### src/rtl/uart_irq_pkg.sv
package uart_irq_pkg;

    typedef enum logic [2:0] {
        ID_MODEM  = 3'b000,
        ID_NONE   = 3'b001,
        ID_THRE   = 3'b010,
        ID_RXDATA = 3'b100,
        ID_LINE   = 3'b110
    } irq_id_e;

    localparam logic [2:0] OFS_ENABLE = 3'd1;
    localparam logic [2:0] OFS_IDENT  = 3'd2;
    localparam logic [2:0] OFS_LINE   = 3'd5;
    localparam logic [2:0] OFS_MODEM  = 3'd6;

    // one pending flag per source, already masked by its enable bit
    typedef struct packed {
        logic line;
        logic rxd;
        logic thre;
        logic modem;
    } src_t;

endpackage

### src/rtl/uart_irq_line.sv
module uart_irq_line #(
    parameter int LVL_W = 5
) (
    input  logic             clk,
    input  logic             rst_n,
    input  logic [LVL_W-1:0] rx_level,
    input  logic             ev_overrun,
    input  logic             ev_parity,
    input  logic             ev_frame,
    input  logic             ev_break,
    input  logic             hold_empty,
    input  logic             shift_empty,
    input  logic             clr,
    output logic [7:0]       lsr,
    output logic             err_any
);

    typedef struct packed {
        logic [3:0] sticky;
    } line_st_t;

    line_st_t st_d, st_q;
    logic [3:0] events;

    always_comb begin
        events = {ev_break, ev_frame, ev_parity, ev_overrun};
        st_d   = st_q;
        if (clr) begin
            st_d.sticky = 4'b0;
        end
        st_d.sticky = st_d.sticky | events;
    end

    always_ff @(posedge clk or negedge rst_n) begin
        if (!rst_n) begin
            st_q <= '0;
        end else begin
            st_q <= st_d;
        end
    end

    assign lsr     = {1'b0, shift_empty, hold_empty, st_q.sticky, (rx_level != '0)};
    assign err_any = |st_q.sticky;

    // a read with no new event leaves every error flag clear
    p_sticky_clear_r4: assert property (@(posedge clk) disable iff (!rst_n)
        (clr && events == 4'b0) |=> (lsr[4:1] == 4'b0));

    // an event is visible on the next cycle, read or not
    p_sticky_set_r4: assert property (@(posedge clk) disable iff (!rst_n)
        ev_overrun |=> lsr[1]);

endmodule

### src/rtl/uart_irq_modem.sv
module uart_irq_modem #(
    parameter int N_IN = 4
) (
    input  logic              clk,
    input  logic              rst_n,
    input  logic [N_IN-1:0]   modem_in,
    input  logic              clr,
    output logic [2*N_IN-1:0] msr,
    output logic              chg_any
);

    typedef struct packed {
        logic [N_IN-1:0] state;
        logic [N_IN-1:0] delta;
    } modem_st_t;

    modem_st_t st_d, st_q;
    logic [N_IN-1:0] changed;

    generate
        for (genvar i = 0; i < N_IN; i++) begin : g_edge
            assign changed[i] = modem_in[i] ^ st_q.state[i];
        end
    endgenerate

    always_comb begin
        st_d       = st_q;
        st_d.state = modem_in;
        if (clr) begin
            st_d.delta = '0;
        end
        st_d.delta = st_d.delta | changed;
    end

    always_ff @(posedge clk or negedge rst_n) begin
        if (!rst_n) begin
            st_q <= '0;
        end else begin
            st_q <= st_d;
        end
    end

    assign msr     = {st_q.state, st_q.delta};
    assign chg_any = |st_q.delta;

    // any input change raises a change flag on the next cycle
    p_delta_set_r6: assert property (@(posedge clk) disable iff (!rst_n)
        (changed != '0) |=> (msr[N_IN-1:0] != '0));

    // state nibble shows the input one clock later
    p_state_track_r6: assert property (@(posedge clk) disable iff (!rst_n)
        1'b1 |=> (msr[2*N_IN-1:N_IN] == $past(modem_in)));

endmodule

### src/rtl/uart_irq_prio.sv
module uart_irq_prio
    import uart_irq_pkg::*;
(
    input  src_t        pend,
    output irq_id_e     ident,
    output logic        irq
);

    always_comb begin
        if (pend.line) begin
            ident = ID_LINE;
        end else if (pend.rxd) begin
            ident = ID_RXDATA;
        end else if (pend.thre) begin
            ident = ID_THRE;
        end else if (pend.modem) begin
            ident = ID_MODEM;
        end else begin
            ident = ID_NONE;
        end
    end

    assign irq = |pend;

endmodule

### src/rtl/uart_irq_ident.sv
module uart_irq_ident
    import uart_irq_pkg::*;
#(
    parameter int FIFO_DEPTH = 16,
    parameter int N_MODEM    = 4,
    parameter int LVL_W      = $clog2(FIFO_DEPTH + 1)
) (
    input  logic             clk,
    input  logic             rst_n,
    input  logic [2:0]       reg_addr,
    input  logic             reg_wr,
    input  logic             reg_rd,
    input  logic [7:0]       reg_wdata,
    output logic [7:0]       reg_rdata,
    input  logic [LVL_W-1:0] rx_level,
    input  logic             rx_overrun,
    input  logic             rx_parity_err,
    input  logic             rx_frame_err,
    input  logic             rx_break,
    input  logic             tx_hold_empty,
    input  logic             tx_shift_empty,
    input  logic [3:0]       modem_in,
    output logic             irq
);

    localparam logic [LVL_W-1:0] TRIG_0 = LVL_W'(1);
    localparam logic [LVL_W-1:0] TRIG_1 = LVL_W'(FIFO_DEPTH / 4);
    localparam logic [LVL_W-1:0] TRIG_2 = LVL_W'(FIFO_DEPTH / 2);
    localparam logic [LVL_W-1:0] TRIG_3 = LVL_W'(FIFO_DEPTH - 2);

    typedef struct packed {
        logic [3:0] ier;
        logic [1:0] trig;
        logic       thre_pend;
        logic       empty_prev;
    } ctl_t;

    ctl_t ctl_d, ctl_q;

    logic [7:0]       lsr;
    logic [7:0]       msr;
    logic             err_any;
    logic             chg_any;
    logic [LVL_W-1:0] trig_lvl;
    logic             rx_hit;
    logic             id_rd, line_rd, modem_rd, ier_wr, fcr_wr;
    logic             empty_rise, rearm;
    src_t             pend;
    irq_id_e          ident;
    logic             prio_irq;

    assign id_rd    = reg_rd && (reg_addr == OFS_IDENT);
    assign line_rd  = reg_rd && (reg_addr == OFS_LINE);
    assign modem_rd = reg_rd && (reg_addr == OFS_MODEM);
    assign ier_wr   = reg_wr && (reg_addr == OFS_ENABLE);
    assign fcr_wr   = reg_wr && (reg_addr == OFS_IDENT);

    uart_irq_line #(.LVL_W(LVL_W)) u_line (
        .clk         (clk),
        .rst_n       (rst_n),
        .rx_level    (rx_level),
        .ev_overrun  (rx_overrun),
        .ev_parity   (rx_parity_err),
        .ev_frame    (rx_frame_err),
        .ev_break    (rx_break),
        .hold_empty  (tx_hold_empty),
        .shift_empty (tx_shift_empty),
        .clr         (line_rd),
        .lsr         (lsr),
        .err_any     (err_any)
    );

    uart_irq_modem #(.N_IN(N_MODEM)) u_modem (
        .clk      (clk),
        .rst_n    (rst_n),
        .modem_in (modem_in),
        .clr      (modem_rd),
        .msr      (msr),
        .chg_any  (chg_any)
    );

    always_comb begin
        case (ctl_q.trig)
            2'd0:    trig_lvl = TRIG_0;
            2'd1:    trig_lvl = TRIG_1;
            2'd2:    trig_lvl = TRIG_2;
            default: trig_lvl = TRIG_3;
        endcase
        rx_hit = (rx_level >= trig_lvl);
    end

    always_comb begin
        pend.line  = ctl_q.ier[2] && err_any;
        pend.rxd   = ctl_q.ier[0] && rx_hit;
        pend.thre  = ctl_q.ier[1] && ctl_q.thre_pend;
        pend.modem = ctl_q.ier[3] && chg_any;
    end

    uart_irq_prio u_prio (
        .pend  (pend),
        .ident (ident),
        .irq   (prio_irq)
    );

    assign irq = prio_irq;

    always_comb begin
        ctl_d            = ctl_q;
        ctl_d.empty_prev = tx_hold_empty;
        empty_rise       = tx_hold_empty && !ctl_q.empty_prev;
        rearm            = ier_wr && reg_wdata[1] && !ctl_q.ier[1] && tx_hold_empty;

        if (ier_wr) begin
            ctl_d.ier = reg_wdata[3:0];
        end
        if (fcr_wr) begin
            ctl_d.trig = reg_wdata[7:6];
        end

        if (!tx_hold_empty) begin
            ctl_d.thre_pend = 1'b0;
        end else if (empty_rise || rearm) begin
            ctl_d.thre_pend = 1'b1;
        end else if (id_rd && ident == ID_THRE) begin
            ctl_d.thre_pend = 1'b0;
        end
    end

    always_ff @(posedge clk or negedge rst_n) begin
        if (!rst_n) begin
            ctl_q            <= '0;
            ctl_q.empty_prev <= 1'b1;
        end else begin
            ctl_q <= ctl_d;
        end
    end

    always_comb begin
        case (reg_addr)
            OFS_ENABLE: reg_rdata = {4'b0, ctl_q.ier};
            OFS_IDENT:  reg_rdata = {5'b0, ident};
            OFS_LINE:   reg_rdata = lsr;
            OFS_MODEM:  reg_rdata = msr;
            default:    reg_rdata = 8'h00;
        endcase
    end

    // the line is low exactly when the code says nothing is pending
    p_irq_matches_id_r9: assert property (@(posedge clk) disable iff (!rst_n)
        irq == (ident != ID_NONE));

    // with every source masked no request is raised
    p_masked_quiet_r9: assert property (@(posedge clk) disable iff (!rst_n)
        (ctl_q.ier == 4'b0) |-> !irq);

    // an acknowledging read with no fresh edge drops the transmit source
    p_thre_ack_r7: assert property (@(posedge clk) disable iff (!rst_n)
        (id_rd && ident == ID_THRE && !empty_rise && !rearm) |=> !ctl_q.thre_pend);

    // the transmit source never stays set while holding is occupied
    p_thre_drop_r7: assert property (@(posedge clk) disable iff (!rst_n)
        !tx_hold_empty |=> !ctl_q.thre_pend);

    // line status outranks every other source
    p_line_first_r2: assert property (@(posedge clk) disable iff (!rst_n)
        pend.line |-> (ident == ID_LINE));

endmodule

### config.mk
export PLATFORM = sky130hd
export DESIGN_NAME = uart_irq_ident
export DESIGN_NICKNAME = d
export VERILOG_FILES = /design/src/rtl/uart_irq_pkg.sv /design/src/rtl/uart_irq_line.sv /design/src/rtl/uart_irq_modem.sv /design/src/rtl/uart_irq_prio.sv /design/src/rtl/uart_irq_ident.sv
export SDC_FILE = /design/constraint.sdc
export NUM_CORES = 1
export LEC_CHECK = 0
export BUFFER_PORTS_ARGS = -buffer_cell sky130_fd_sc_hd__buf_2
export CORE_MARGIN = 5
export CORE_UTILIZATION = 49
export DETAILED_ROUTE_END_ITERATION = 10
export PLACE_DENSITY = 0.79
export SLEW_MARGIN = 20
export SYNTH_ARGS = -nofsm -noshare
export SYNTH_HDL_FRONTEND = slang
export SYNTH_SLANG_ARGS = --single-unit
### constraint.sdc
create_clock -name clk -period 2.4 [get_ports clk]
set_input_delay 0.48 -clock clk [delete_from_list [all_inputs] [get_ports clk]]
set_output_delay 0.48 -clock clk [all_outputs]
set_load 0.02 [all_outputs]
==> impl_metrics.json <==
{
  "power_density_nw_per_um2": 593,
  "fp.dieArea_um2": 3340,
  "slew_headroom_pct": 67.5,
  "synth_cell_types": 35,
  "final_cell_mix": "buf_2 (32), dfrtp_1 (19), nand2_1 (17)",
  "coreArea_um2": 2190,
  "cts.sink_count": 20,
  "required_ns": 1.92,
  "syn_area_um2": 1120,
  "final_nets": 184,
  "vdd_drop_max_uv": 367,
  "status": "complete, but fails checks",
  "io_buffers": 36,
  "root_buffer": "clkbuf_4",
  "antenna_found_initial": 0,
  "drt_iter0_drc": 16,
  "hpwl_um": 2150,
  "syn-num-nets": 141,
  "first_global_vias": 1047,
  "vias_per_cell": 5.46,
  "synth_edf_count": 0,
  "wire_per_inst_um": 15.4,
  "fill_cells": 178,
  "start_kind": "register",
  "hp-class": "input pin to asynchronous set/reset pin",
  "n_antenna_cell": 0,
  "drive_gt1_share_pct": 37.6,
  "cts_hold_buf": 0,
  "place_congestion": 0.767,
  "switching_share_pct": 32.1,
  "worst_pin_slew_ns": 0.481,
  "grt_pass1_wl_um": 4510,
  "h-tree-depth": 1,
  "finalWorstSetupSlack_ns": -0.0436,
  "netSwitchingPower_mw": 0.276,
  "pin_count": 39,
  "synth_flop_cell": "dfrtp_1",
  "hold_viol": 0,
  "syn_avg_cell_area_um2": 10.5,
  "grt_max_degree": 21,
  "p_comb_share_pct": 34.3,
  "post-route-period-util_pct": 102,
  "clk_pin_slew_ns": 0.11,
  "final_common_cell": "buf_2",
  "internal_power_mw": 0.582,
  "die_w_um": 57.8,
  "violations": "negative setup slack",
  "initial_core_util_pct": 51.1,
  "finalCriticalPeriod_ns": 2.44,
  "crit_arrival_ns": 1.96,
  "setup_tns_ns": -0.0713,
  "grtUsageTotal_pct": 17.2,
  "overflow": 0,
  "leakagePower_nw": 0.683,
  "ys_async_sr_fraction_pct": 100,
  "cts_max_path_buffers": 2,
  "maxCapViolCount": 0,
  "worstPathMaxFanout": 4,
  "critPathSlowestCell": "dfrtp_1",
  "area_growth_pct": 29.3,
  "critPathCaptureType": "output pin",
  "route.antenna.remaining_nets": 0,
  "die_h_um": 57.8,
  "worstReg2RegStart": "ctl_q[3]$_DFFE_PN0P_",
  "crit_chain": "inv_2 > ha_4 > a211o_1 > a31oi_4 > o221ai_4 > nand3b_1 > buf_6",
  "total_power_mw": 0.858,
  "num_rows": 17,
  "synth_warnings": 0,
  "synth-seq-area-share_pct": 44.8,
  "criticalPathCategory": "register to output pin",
  "cts_tree": "yes",
  "power_frac_seq_pct": 46.9,
  "drc": 0,
  "numCtsBuffers": 3,
  "max_stage_delay_ns": 0.42,
  "totalWireLength_um": 2730,
  "setup_violations": 2,
  "netlist_instances": 107,
  "dr.pass1.iters": 4,
  "rsz0062_at_grt": "yes",
  "clockPowerShare_pct": 18.8,
  "fmax_ghz": 0.409,
  "clk_latency_ns": 0.29,
  "ys_ff_latch": 20,
  "fin_skew_ns": 0.00763,
  "maxSlewViolCount": 0,
  "crit_start": "ctl_q[3]$_DFFE_PN0P_",
  "num_vias": 967
}
==> per-stage QoR <==
stage / hold slack [ns] / util, % / cells / setup slack [ns] / instance area [um^2]
after global routing: 0.133 / 66.1 / 177 / -0.111 / 1450
after detailed placement: 0.452 / 61.1 / 171 / 0.0138 / 1340
final: 0.110 / 66.1 / 177 / -0.0436 / 1450
after CTS: 0.117 / 63.9 / 177 / -0.0179 / 1400
after global placement: 0.450 / 61.1 / 171 / 0.0420 / 1340
after floorplan: 0.184 / - / 107 / 0.0997 / 1120
==> power groups by stage <==
stage / Combinational, mW / Clock [mW] / Sequential [mW]
final: 0.294 / 0.161 / 0.403
after global routing: 0.322 / 0.185 / 0.407
after CTS: 0.254 / 0.169 / 0.402
after detailed placement: 0.229 / 0 / 0.410
after global placement: 0.217 / 0 / 0.407
after floorplan: 0.149 / 0 / 0.401
==> logic make-up after synthesis <==
| group | count (synthesis) | share of synthesized area, % |
|---|---|---|
| simple gates | 43 | 21.6 |
| compound gates | 23 | 16.5 |
| flops | 20 | 44.8 |
| mux | 8 | 7.71 |
| buf+inv | 5 | 1.79 |
| xor+xnor | 4 | 3.13 |
| fa+ha+maj | 4 | 4.47 |
==> path summary, 6_finish.rpt <==
path | slack, ns | cells after the start | end
max | -0.04 | 7 | irq
min | 0.11 | 1 | ctl_q[4]$_DFFE_PN0P_
max reg2reg | 0.62 | 7 | ctl_q[1]$_DFFE_PN0P_
min reg2reg | 0.51 | 2 | u_modem.msr[2]$_DFF_PN0_
max in group asynchronous | 1.94 | 1 | ctl_q[0]$_DFF_PN1_
min in group clk | 0.31 | 1 | u_modem.msr[7]$_DFF_PN0_
==> sequential cells by signal, indices dropped and copies added, names as in the netlist <==
name and count:
ctl_q 8, u_modem.msr 8, u_line.st_q 4
==> Yosys cell counts, drive strengths merged (2+ instances only) <==
| master | count | area share, % |
|---|---|---|
| a21o | 5 | 3.4 |
| a21oi | 3 | 1.3 |
| a22oi | 3 | 2.0 |
| and3b | 2 | 1.6 |
| dfrtp | 19 | 42 |
| ha | 4 | 4.5 |
| inv | 4 | 1.3 |
| mux2 | 5 | 5.0 |
| mux2i | 3 | 2.7 |
| nand2 | 18 | 6.0 |
| nand2b | 4 | 2.9 |
| nand3 | 4 | 1.8 |
| nor2 | 4 | 1.3 |
| nor2b | 5 | 3.0 |
| o21ai | 5 | 2.2 |
| o41ai | 2 | 3.2 |
| xnor2 | 4 | 3.1 |
==> per-layer routing <==
metal	routed length [um]	GRT usage, %	vias up	share of wire, %
li1	-	-	464	-
met1	1180	21.0	471	43
met2	1380	30.6	28	51
met3	136	3.56	4	5.0
met4	29	4.64	0	1.1
met5	0	0	-	0
==> worst max-delay path: cells and delay by family, from the launching register on <==
| kind | cells | cell delay (ns) |
|---|---|---|
| compound gates | 3 | 0.63 |
| buf+inv | 2 | 0.23 |
| flops | 1 | 0.42 |
| fa+ha+maj | 1 | 0.19 |
| simple gates | 1 | 0.20 |
==> cell type report <==
class                   count  area, um^2  share of cell area [%]
repair buffers             39         220                    15.2
inverters                   4        15.0                    1.04
clock buffers               4        26.3                    1.82
well taps                  28        35.0                    2.42
multi-input cells          82         649                    44.9
flip-flops and latches     20         502                    34.7
==> timing repair <==
item,in CTS,in global routing
setup endpoints to repair,4,4
pin swaps,1,2
hold endpoints to repair,0,0
gates resized for setup,4,11
buffers inserted,2,0
(Power assumes the default switching activity.)
